$ cat config.mk
export PLATFORM = sky130hd
export DESIGN_NAME = sram_async_ctl
export DESIGN_NICKNAME = d
export VERILOG_FILES = /design/src/rtl/sram_ctl_pkg.sv /design/src/rtl/sram_ctl_seq.sv /design/src/rtl/sram_ctl_pins.sv /design/src/rtl/sram_async_ctl.sv
export SDC_FILE = /design/constraint.sdc
export NUM_CORES = 1
export LEC_CHECK = 0
export BUFFER_PORTS_ARGS = -buffer_cell sky130_fd_sc_hd__buf_2
export CORE_MARGIN = 2
export CORE_UTILIZATION = 52
export DETAILED_ROUTE_END_ITERATION = 8
export PLACE_DENSITY = 0.91
export SLEW_MARGIN = 20
export SYNTH_ARGS = -nofsm -noshare
export SYNTH_HDL_FRONTEND = slang
export SYNTH_SLANG_ARGS = --single-unit
$ cat constraint.sdc
create_clock -name clk -period 3.6 [get_ports clk]
set_input_delay 0.9 -clock clk [delete_from_list [all_inputs] [get_ports clk]]
set_output_delay 0.9 -clock clk [all_outputs]
set_load 0.02 [all_outputs]
$ cat src/rtl/sram_ctl_pkg.sv
package sram_ctl_pkg;

  typedef enum logic [1:0] {
    ST_IDLE = 2'd0,
    ST_RD   = 2'd1,
    ST_WR   = 2'd2
  } ctl_state_e;

  // nanoseconds to whole clocks, rounded up
  function automatic int clk_count(input int ns, input int clk_ns);
    return (ns + clk_ns - 1) / clk_ns;
  endfunction

  function automatic int imax(input int a, input int b);
    return (a > b) ? a : b;
  endfunction

endpackage

$ cat src/rtl/sram_ctl_seq.sv
module sram_ctl_seq
  import sram_ctl_pkg::*;
#(
  parameter int RD_CAP = 19,
  parameter int RD_LEN = 19,
  parameter int WE_END = 14,
  parameter int WR_LEN = 18,
  parameter int CNT_W  = 5
) (
  input  logic clk,
  input  logic rst_n,
  input  logic req_valid,
  input  logic req_wr,
  output logic req_ready,
  output logic accept,
  output logic ev_we_fall,
  output logic ev_we_rise,
  output logic ev_ce_rise,
  output logic ev_capture
);

  localparam logic [CNT_W-1:0] CAP_C    = CNT_W'(RD_CAP);
  localparam logic [CNT_W-1:0] RLEN_C   = CNT_W'(RD_LEN);
  localparam logic [CNT_W-1:0] WEND_C   = CNT_W'(WE_END);
  localparam logic [CNT_W-1:0] WCEUP_C  = CNT_W'(WE_END + 1);
  localparam logic [CNT_W-1:0] WLEN_C   = CNT_W'(WR_LEN);
  localparam logic [CNT_W-1:0] ONE_C    = CNT_W'(1);

  ctl_state_e       st;
  logic [CNT_W-1:0] cnt;   // equals the index of the edge being prepared
  logic             done;

  assign req_ready  = (st == ST_IDLE);
  assign accept     = req_ready && req_valid;
  assign ev_capture = (st == ST_RD) && (cnt == CAP_C);
  assign ev_we_fall = (st == ST_WR) && (cnt == ONE_C);
  assign ev_we_rise = (st == ST_WR) && (cnt == WEND_C);
  assign ev_ce_rise = ev_capture || ((st == ST_WR) && (cnt == WCEUP_C));
  assign done       = ((st == ST_RD) && (cnt == RLEN_C)) ||
                      ((st == ST_WR) && (cnt == WLEN_C));

  always_ff @(posedge clk or negedge rst_n) begin
    if (!rst_n) begin
      st  <= ST_IDLE;
      cnt <= '0;
    end else if (st == ST_IDLE) begin
      if (req_valid) begin
        st  <= req_wr ? ST_WR : ST_RD;
        cnt <= ONE_C;
      end
    end else begin
      cnt <= cnt + ONE_C;
      if (done) st <= ST_IDLE;
    end
  end

endmodule

$ cat src/rtl/sram_ctl_pins.sv
module sram_ctl_pins #(
  parameter int ADDR_W = 14
) (
  input  logic              clk,
  input  logic              rst_n,
  input  logic              accept,
  input  logic              req_wr,
  input  logic [ADDR_W-1:0] req_addr,
  input  logic              req_wdata,
  input  logic              ev_we_fall,
  input  logic              ev_we_rise,
  input  logic              ev_ce_rise,
  input  logic              ev_capture,
  input  logic              mem_dout,
  output logic [ADDR_W-1:0] mem_addr,
  output logic              mem_ce_n,
  output logic              mem_we_n,
  output logic              mem_din,
  output logic              rsp_valid,
  output logic              rsp_rdata
);

  always_ff @(posedge clk or negedge rst_n) begin
    if (!rst_n) begin
      mem_addr  <= '0;
      mem_ce_n  <= 1'b1;
      mem_we_n  <= 1'b1;
      mem_din   <= 1'b0;
      rsp_valid <= 1'b0;
      rsp_rdata <= 1'b0;
    end else begin
      rsp_valid <= ev_capture;
      if (ev_capture) rsp_rdata <= mem_dout;
      if (accept) begin
        mem_addr <= req_addr;
        mem_ce_n <= 1'b0;
        if (req_wr) mem_din <= req_wdata;
      end
      if (ev_we_fall) mem_we_n <= 1'b0;
      if (ev_we_rise) mem_we_n <= 1'b1;
      if (ev_ce_rise) mem_ce_n <= 1'b1;
    end
  end

endmodule

$ cat src/rtl/sram_async_ctl.sv
module sram_async_ctl
  import sram_ctl_pkg::*;
#(
  parameter int ADDR_W   = 14,
  parameter int CLK_NS   = 4,
  parameter int T_RC_NS  = 70,
  parameter int T_AA_NS  = 70,
  parameter int T_ACE_NS = 30,
  parameter int T_WC_NS  = 70,
  parameter int T_WP_NS  = 40,
  parameter int T_CW_NS  = 55,
  parameter int T_AW_NS  = 55,
  parameter int T_DW_NS  = 30
) (
  input  logic              clk,
  input  logic              rst_n,
  input  logic              req_valid,
  output logic              req_ready,
  input  logic              req_wr,
  input  logic [ADDR_W-1:0] req_addr,
  input  logic              req_wdata,
  output logic              rsp_valid,
  output logic              rsp_rdata,
  output logic [ADDR_W-1:0] mem_addr,
  output logic              mem_ce_n,
  output logic              mem_we_n,
  output logic              mem_din,
  input  logic              mem_dout
);

  localparam int RD_CAP = imax(clk_count(T_AA_NS, CLK_NS), clk_count(T_ACE_NS, CLK_NS)) + 1;
  localparam int RD_LEN = imax(clk_count(T_RC_NS, CLK_NS), RD_CAP);
  localparam int WE_END = imax(imax(clk_count(T_WP_NS, CLK_NS) + 1, clk_count(T_CW_NS, CLK_NS)),
                               imax(clk_count(T_AW_NS, CLK_NS), clk_count(T_DW_NS, CLK_NS)));
  localparam int WR_LEN = imax(clk_count(T_WC_NS, CLK_NS), WE_END + 1);
  localparam int CNT_W  = $clog2(imax(RD_LEN, WR_LEN) + 2);

  logic accept, ev_we_fall, ev_we_rise, ev_ce_rise, ev_capture;

  sram_ctl_seq #(
    .RD_CAP(RD_CAP), .RD_LEN(RD_LEN), .WE_END(WE_END), .WR_LEN(WR_LEN), .CNT_W(CNT_W)
  ) seq_i (
    .clk(clk), .rst_n(rst_n), .req_valid(req_valid), .req_wr(req_wr),
    .req_ready(req_ready), .accept(accept), .ev_we_fall(ev_we_fall),
    .ev_we_rise(ev_we_rise), .ev_ce_rise(ev_ce_rise), .ev_capture(ev_capture)
  );

  sram_ctl_pins #(.ADDR_W(ADDR_W)) pins_i (
    .clk(clk), .rst_n(rst_n), .accept(accept), .req_wr(req_wr),
    .req_addr(req_addr), .req_wdata(req_wdata), .ev_we_fall(ev_we_fall),
    .ev_we_rise(ev_we_rise), .ev_ce_rise(ev_ce_rise), .ev_capture(ev_capture),
    .mem_dout(mem_dout), .mem_addr(mem_addr), .mem_ce_n(mem_ce_n),
    .mem_we_n(mem_we_n), .mem_din(mem_din), .rsp_valid(rsp_valid),
    .rsp_rdata(rsp_rdata)
  );

endmodule

==> metrics.md <==
| Metric | Value |
|---|---|
| Core area | 0.00215 mm^2 |
| # resized after CTS | 0 |
| Cell Count, Final, Fillers Out | about 160 |
| Synth warn | 0 |
| Synth cell types | 30 |
| Num ports | 40 |
| Top cells by count, synth | dfrtp_1 (24), mux2_2 (15), inv_1 (7) |
| Slew Viols, Final | 0 |
| Time the worst path needs with I/O delays and setup | 2.26 ns |
| Skew-Pair Late Insertion Delay | 0.31 ns |
| Pleak | 0.000702 uW |
| Die Width | 51.1 um |
| FP Rows | 17 |
| Fillers | 165 |
| Clk_skew | ~0.0094 ns |
| Number of synthesized flops with an enable pin | 0 |
| WS Path Type | flip-flop to output port |
| Syn_area_per_cell | 13.1 um^2 |
| F_max | 443 MHz |
| Area growth syn-to-layout | 22.1% |
| Vias in the first global route | 806 |
| Clock transition at path regs | ~0.14 ns |
| Syn Inst Count | 88 |
| Final period util | 0.628 |
| Number of diodes | 0 |
| Worst-Margin Slew | 0.738 ns |
| Synth Register Bits | 26 |
| Fraction of layout cells with a size suffix above 1 | 0.484 |
| Post-synth ARST share | 1.00 |
| Yosys top cell by area | dfrtp_1 |
| H-tree depth | 1 |
| Number of buffers created by CTS | 3 |
| Max Buffers Root-to-Sink | 2 |
| DR iter-0 viols | 6 |
| Register Area | 653 um^2 |
| Syn nets | 112 |
| First drt pass iteration count | 4 |
| Final setup vio count | 0 |
| Hold Crit Class | flip-flop to flip-flop |
| Data required time of the worst path | 2.70 ns |
| DP HPWL | 1640 um |
| Cell Pwr Density | 892 mW/mm^2 |
| CP max FO | 8 |
| Startpoint types | flip-flop |
| Drt via density | 5.28 |
| Setup bufs post-CTS | 0 |
| Clock sink total | 26 |
| GR Overflow Total | 0 |
| Final Hold Viols | 0 |
| Dpl cells | 152 |
| Yosys top cell area share | 0.520 |
| Hold Buf Count CTS | 0 |
| Reg2Reg Setup Slack | 1.85 ns |
| Main flop type after synthesis | dfrtp_1 |
| Full die area | around 0.0026 mm^2 |
| Slew HR | 0.508 |
| GRT Total Usage | 0.177 |
| RSZ-0062 raised after global routing | no |
| DR WL/cell | between 10 and 15 um |
| First-pass GRT wire length | 3420 um |
| Initial antenna violation count | 0 |
| CTS root buffer | clkbuf_4 |
| Remaining antenna violation count | 0 |
| Status | finished clean |
| Multi-input gate area | 448 um^2 |
| Die Height | 51.1 um |
| VDD IR max | just over 600 uV |
| Sequential fraction of the synthesis area | 0.566 |
| Hold Slack | 0.517 ns |
| TritonCTS clock tree | built |
| Post-Route WL | 2140 um |
| Drc violations | 0 |
| Vias | between 800 and 900 |
| TNS Setup | 0 ns |
| Pin count of the biggest net entering global routing | 27 |
| IO Port Bufs | 39 |
| Nets | approximately 150 |
| Pwr Total | ~1300 uW |
| Worst Reg2Reg Path Length in Cells | 3 |
| Critical Path AT | about 1.4 ns |
| Synth Cell Area | approximately 0.0012 mm^2 |
| Area contributors post-synth | dfrtp_1 (52%), mux2_2 (15%), dfstp_2 (4.6%), ha_1 (4.3%), inv_1 (2.3%) |
| Max-cap violation count | 0 |
| Final Wtd Congestion | 0.821 |
| Most instantiated library cell after synthesis | dfrtp_1 |
| CP Capture Type | output port |
| Starting density of the core | 0.538 |
| Hold path depth | 1 |
## final timing paths
kind,start,endpoint
max in group asynchronous,rst_n,pins_i.mem_we_n
max,seq_i.st[0],req_ready
min in group asynchronous,rst_n,pins_i.rsp_rdata
min reg2reg,pins_i.mem_we_n,pins_i.mem_we_n
min,pins_i.mem_we_n,pins_i.mem_we_n
max reg2reg,seq_i.st[0],pins_i.mem_din
## registers in the layout, indices dropped and copies added (netlist names)
name / flops
pins_i.mem_ce_n: 1
pins_i.rsp_rdata: 1
pins_i.mem_din: 1
pins_i.mem_addr: 14
seq_i.cnt: 5
pins_i.mem_we_n: 1
seq_i.st: 2
pins_i.rsp_valid: 1
## per-stage QoR
step | util | cell area [um^2] | worst slack [ns]
2_1_floorplan | - | 1150 | 1.77
5_1_grt | 0.656 | 1410 | 1.27
6_report | 0.656 | 1410 | 1.34
3_3_place_gp | 0.632 | 1360 | 1.35
4_1_cts | 0.656 | 1410 | 1.35
3_5_place_dp | 0.632 | 1360 | 1.26
## report_power, final
group,internal [uW],switching [uW]
combinational,224,287
sequential,437,113
clock,112,84.2
## placed cells by master, fill, tap and decap left out
cell type,n
nand3_1,1
nand3b_1,1
nor2_2,1
mux2_2,15
o21ai_0,4
inv_1,7
nor2_1,1
a21boi_0,2
nor2b_1,2
bufinv_16,1
dfstp_2,2
nor4bb_1,1
ha_1,4
mux2_1,1
a22o_1,1
mux2i_1,1
nor3b_4,1
nor3b_1,1
nand2_1,2
a41oi_1,1
a21oi_1,3
a31oi_1,1
nand2b_1,1
and3_1,1
dfrtp_1,24
nand4_1,2
xor2_1,1
buf_2,39
clkbuf_4,3
a21o_1,2
nor4_1,1
## worst max-delay path, stage by stage (launching register included)
cell,delay (ns)
dfrtp_1,0.52
nor2_2,0.30
buf_2,0.23
## cell families after synthesis
kind of cell,Yosys count,share of synthesized area
and+or+nand+nor,16,0.0954
buffers and inverters,10,0.0466
xor gates and xnor gates,1,0.00759
DFF,26,0.566
AOI/OAI and AO/OA,14,0.0769
muxes,17,0.165
adders and majority gates,4,0.0433
## layer usage
metal / wire length (um) / GRT usage
met1: 834 / 0.212
met2: 1170 / 0.318
met3: 90 / 0.0175
met4: 48 / 0.0856
met5: 0 / 0
## cell type report
cell class,count,share of cell area
flip-flops and latches,26,0.463
multi-input cells,52,0.318
repair buffers,39,0.138
well taps,28,0.0248
clock inverters,1,0.0213
inverters,7,0.0186
clock buffers,3,0.0160
Power figures use the tool's default switching activity.
